--- config.mk ---
export PLATFORM = sky130hd
export DESIGN_NAME = bypass_relay_ctrl
export DESIGN_NICKNAME = d
export VERILOG_FILES = /design/src/rtl/bypass_relay_ctrl.sv
export SDC_FILE = /design/constraint.sdc
export NUM_CORES = 1
export LEC_CHECK = 0
export ABC_CLOCK_PERIOD_IN_PS = 2100
export BUFFER_PORTS_ARGS = -buffer_cell sky130_fd_sc_hd__buf_2
export CAP_MARGIN = 5
export CORE_MARGIN = 3
export CORE_UTILIZATION = 38
export DETAILED_ROUTE_END_ITERATION = 10
export GPL_TIMING_DRIVEN = 0
export PLACE_DENSITY = 0.58
export SYNTH_ARGS = -nofsm -noshare
export SYNTH_HDL_FRONTEND = slang
export SYNTH_SLANG_ARGS = --single-unit
--- constraint.sdc ---
create_clock -name clk -period 2.1 [get_ports clk]
set_input_delay 0.42 -clock clk [delete_from_list [all_inputs] [get_ports clk]]
set_output_delay 0.42 -clock clk [all_outputs]
set_load 0.02 [all_outputs]
--- src/rtl/bypass_relay_ctrl.sv ---
module bypass_relay_ctrl #(
  parameter int unsigned PULSE_CYCLES = 25_000_000,
  parameter logic [7:0]  BASE_ADDR    = 8'h68,
  parameter logic [7:0]  ALT_ADDR     = 8'h6A
) (
  input  logic       clk,
  input  logic       rst_n,
  input  logic       strap_sel,
  input  logic       bus_valid,
  input  logic [7:0] bus_dev,
  input  logic [7:0] bus_reg,
  input  logic [7:0] bus_wdata,
  output logic       bus_ack,
  output logic [7:0] bus_rdata,
  input  logic       sys_power_on,
  input  logic       wdt_expired,
  output logic       bypass_on,
  output logic       rst_out_n
);
  localparam int unsigned CW = $clog2(PULSE_CYCLES + 1);

  logic          byp_pwr_on, byp_pwr_off, wdt_follow, wdt_state;
  logic [1:0]    wdt_ctl;
  logic          wdt_d;
  logic [CW-1:0] pulse_cnt;
  logic [6:0]    my_id;
  logic          hit, wr, rd, sel_next;
  logic [7:0]    rd_mux;

  assign my_id = strap_sel ? ALT_ADDR[7:1] : BASE_ADDR[7:1];
  assign hit   = bus_valid && (bus_dev[7:1] == my_id);
  assign wr    = hit && !bus_dev[0];
  assign rd    = hit && bus_dev[0];

  always_comb begin
    case (bus_reg)
      8'h22:   rd_mux = {7'b0, byp_pwr_on};
      8'h24:   rd_mux = {7'b0, byp_pwr_off};
      8'h26:   rd_mux = {6'b0, wdt_ctl};
      8'h28:   rd_mux = {7'b0, wdt_follow};
      8'h2A:   rd_mux = {7'b0, wdt_state};
      default: rd_mux = 8'h00;
    endcase
  end

  always_comb begin
    if (!sys_power_on)                            sel_next = byp_pwr_off;
    else if (wdt_expired && wdt_ctl[1] && wdt_follow) sel_next = wdt_state;
    else                                          sel_next = byp_pwr_on;
  end

  always_ff @(posedge clk) begin
    if (!rst_n) begin
      byp_pwr_on  <= 1'b0;
      byp_pwr_off <= 1'b0;
      wdt_ctl     <= 2'b00;
      wdt_follow  <= 1'b0;
      wdt_state   <= 1'b0;
    end else if (wr) begin
      case (bus_reg)
        8'h22: byp_pwr_on  <= bus_wdata[0];
        8'h24: byp_pwr_off <= bus_wdata[0];
        8'h26: wdt_ctl     <= bus_wdata[1:0];
        8'h28: wdt_follow  <= bus_wdata[0];
        8'h2A: wdt_state   <= bus_wdata[0];
        default: ;
      endcase
    end
  end

  always_ff @(posedge clk) begin
    if (!rst_n) begin
      bus_ack   <= 1'b0;
      bus_rdata <= 8'h00;
      bypass_on <= 1'b0;
      wdt_d     <= 1'b0;
      pulse_cnt <= '0;
    end else begin
      bus_ack   <= hit;
      bus_rdata <= rd ? rd_mux : 8'h00;
      bypass_on <= sel_next;
      wdt_d     <= wdt_expired;
      if (pulse_cnt != '0)
        pulse_cnt <= pulse_cnt - 1'b1;
      else if (wdt_expired && !wdt_d && wdt_ctl[0])
        pulse_cnt <= CW'(PULSE_CYCLES);
    end
  end

  assign rst_out_n = (pulse_cnt == '0);
endmodule


==> impl_metrics.ini <==
[worst_setup_path]
endpoint = rst_out_n
path_cells = or4_4 > or4_4 > nor3_4 > buf_6
worst-path-stages = 4
worst_r2r_endpoint = pulse_cnt[22]
crit_type = reg2out
cp-startpoint = pulse_cnt[17]
cp_slowest_cell = or4_4
worst-path-buf-inv = 1
crit_fanout = 2
startpoint_type = flop
cp_data_arrival_time_ns = 1.90
critical_path.max_stage_delay_ns = 0.51
critPathCaptureType = output port
ff2ff_setup_slack_ns = -0.21
crit_top_cell = or4_4
timing.rr.start = pulse_cnt[17]
r2r_cells = 7
critPathRequiredTime_ns = 1.68
crit_family = simple AND/OR/NAND/NOR gates

[place]
io_buffers = 28
hpwl_um = 3340
placed_area_mm2 = 0.00218
globalplace.congestion = 0.804

[detailed_routing]
avgRoutedWirePerCell_um = 14.0
vias_per_cell = 5.15
drt_first_pass_iters = 4
route.antenna.remaining_nets = 0
route.detailed.drc = 0
vias = 1773
initialDrtViolationCount = 59
wirelength_um = 4810

[timing]
max_freq_ghz = 0.431
relSlewSlack = 0.606
layout_setup_ws_ns = -0.218
fin_crit_ns = 2.32
slew_violations = 0
tns_ns = -1.39
fin_crit_sh = 1.10
hold_violations = 0
tightestPinTransition_ns = 0.589
setup_viol = 13
finalClockSkew_ns = 0.00363
rsz0062_at_grt = true
hold_slack_ns = 0.320

[synthesis]
yosysWarnings = 0
synth_compound_area_frac = 0.128
yosys.area_share.xor_xnor = 0.0276
synth_mux_area_frac = 0.0368
yosys_register_bits = 36
yosysMostFrequentCell = dfxtp_1
synth_commonest_cells = dfxtp_1, nand2_1, nor2_1
synth_adder_area_share = 0.00657
syn_area_per_cell_um2 = 8.69
synth_area_leaders = dfxtp_1, nand2_1, nor2_1
yosys.area_share.simple = 0.366
seq_area_frac_synth = 0.379
yosysTopAreaCell = dfxtp_1
synth.distinct_cells = 50
synth_cells = 219
synth_top_family_by_area = simple AND/OR/NAND/NOR gates
synth_edf_count = 0
synth_top_area_frac = 0.379
netlist_area_mm2 = 0.00190
synth-main-ff-cell = dfxtp_1
ys_async_sr_fraction = 0

[hold_path]
hold_class = in2reg

[finish]
final_cell_area_mm2 = 0.00250
fin_util = 0.522
layout-drive-gt1-share = 0.347
antennaDiodeCount = 0
syn_to_final_growth_pct = 31.4
fin_nets = 307

[power_and_ir_drop]
share_comb_of_total_power = 0.616
powerDensity_mw_per_mm2 = 1710
internal_power_w = 0.00251
clkPwrFrac = 0.121
sequentialPowerShare = 0.263
peakVddDrop_mv = 0.811
p_sw_w = 0.00176
p_leak_nw = 1.03
power_switching_share = 0.412

[job]
maxCapViolCount = 0

[grt]
grt_pass1_wl_um = 7910
grt.total_usage = 0.166
grt_pass1_vias = 1659
antenna_found_initial = 0
grt_max_degree = 12
overflow = 0

[run_status]
violations = negative setup slack
status = finished, violations left

[floorplan]
start_util = 0.398
dieWidth_um = 76.8
num_io_pins = 41
fp.coreArea_mm2 = 0.00479
fp-row-count = 25
die_h_um = 76.8
die-area_mm2 = 0.00589

[clock_network]
cts-root-buf = clkbuf_8
cts.clk_slew.worst_paths_ns = 0.07
worstSkewPairLatency_ns = 0.29
htreeDepth = 2
clock_sinks = 36
cts_buffer_depth = 2
cts_tree = built
cts_made_buffers = 5
-- power groups by stage --
stage / sequential [W] / combinational (W) / clock (W)
after floorplan: 0.00107 / 0.00157 / 0
final: 0.00112 / 0.00262 / 0.000517
after detailed placement: 0.00112 / 0.00192 / 0
after global routing: 0.00116 / 0.00285 / 0.000549
after global placement: 0.00112 / 0.00189 / 0
after CTS: 0.00111 / 0.00222 / 0.000529
-- through the flow --
stage,worst slack [ns],std cells,power [W]
global route,-0.334,344,0.00455
CTS,-0.423,337,0.00386
detailed placement,-0.564,319,0.00304
floorplan,-0.171,224,0.00264
global placement,-0.549,319,0.00300
finish,-0.218,344,0.00426
-- cell families (layout without fill, tap and decap cells) --
logic type      after synthesis  count (layout)
compound gates               37              37
xor+xnor                      6               6
fa+ha+maj                     1               1
buf+inv                      18              71
flops                        36              36
mux                           7               7
other cells                   1               6
simple gates                113             113
-- sequential cells by signal, indices dropped and copies added, names as in the netlist --
| signal | flops |
|---|---|
| wdt_ctl | 2 |
| byp_pwr_off | 1 |
| bus_rdata | 2 |
| wdt_state | 1 |
| bus_ack | 1 |
| bypass_on | 1 |
| wdt_follow | 1 |
| pulse_cnt | 25 |
| byp_pwr_on | 1 |
| wdt_d | 1 |
-- worst reg2reg max path, delay by kind of cell (launching register included) --
family / cells / cell delay [ns]
compound gates: 1 / 0.25
buf+inv: 3 / 0.45
flops: 1 / 0.35
simple gates: 3 / 1.17
-- what timing repair did --
action                     CTS  global route
setup endpoints to repair   21            21
hold endpoints to repair     0             0
setup buffers               12             7
pin swaps                   11            11
gates resized for setup     14            12
hold buffers                 0             0
-- routing by layer --
layer  wire length [um]  share of wire  track usage
met5                  0              0            0
met4                 45         0.0094       0.0489
met3                216          0.045       0.0423
met2               2230           0.46        0.270
met1               2320           0.48        0.216
-- final cells by class --
class / count / area (um^2)
clock inverters: 2 / 10.0
well taps: 67 / 83.8
plain buffers: 10 / 70.1
inverters: 6 / 22.5
flip-flops and latches: 36 / 736
clock buffers: 6 / 82.6
fillers: 470 / 2290
multi-input cells: 170 / 1190
repair buffers: 47 / 300
-- cell usage in the layout (no fill, tap or decap), types with 4 or more instances in the layout --
master / synthesis / routed
a211oi_1: 7 / 6
a21oi_1: 10 / 10
buf_2: 0 / 27
buf_4: 6 / 22
buf_6: 2 / 4
clkbuf_8: 0 / 7
conb_1: 1 / 6
dfxtp_1: 36 / 28
dfxtp_2: 0 / 6
inv_1: 6 / 4
mux2i_1: 7 / 7
nand2_1: 22 / 20
nand2b_1: 5 / 5
nand3_1: 9 / 8
nor2_1: 19 / 19
nor3_1: 11 / 10
nor4_1: 6 / 5
o21ai_0: 5 / 5
o31ai_1: 4 / 4
or3_1: 6 / 5
xnor2_1: 4 / 4
-- worst min-delay path by stage --
stage / start / end / cells past startpoint
2_1_floorplan: pulse_cnt[16] / pulse_cnt[16] / 1
3_3_place_gp: pulse_cnt[16] / pulse_cnt[16] / 1
3_5_place_dp: pulse_cnt[16] / pulse_cnt[16] / 1
4_1_cts: sys_power_on / bypass_on / 2
5_1_grt: sys_power_on / bypass_on / 2
6_report: sys_power_on / bypass_on / 2
Power figures use the tool's default switching activity.
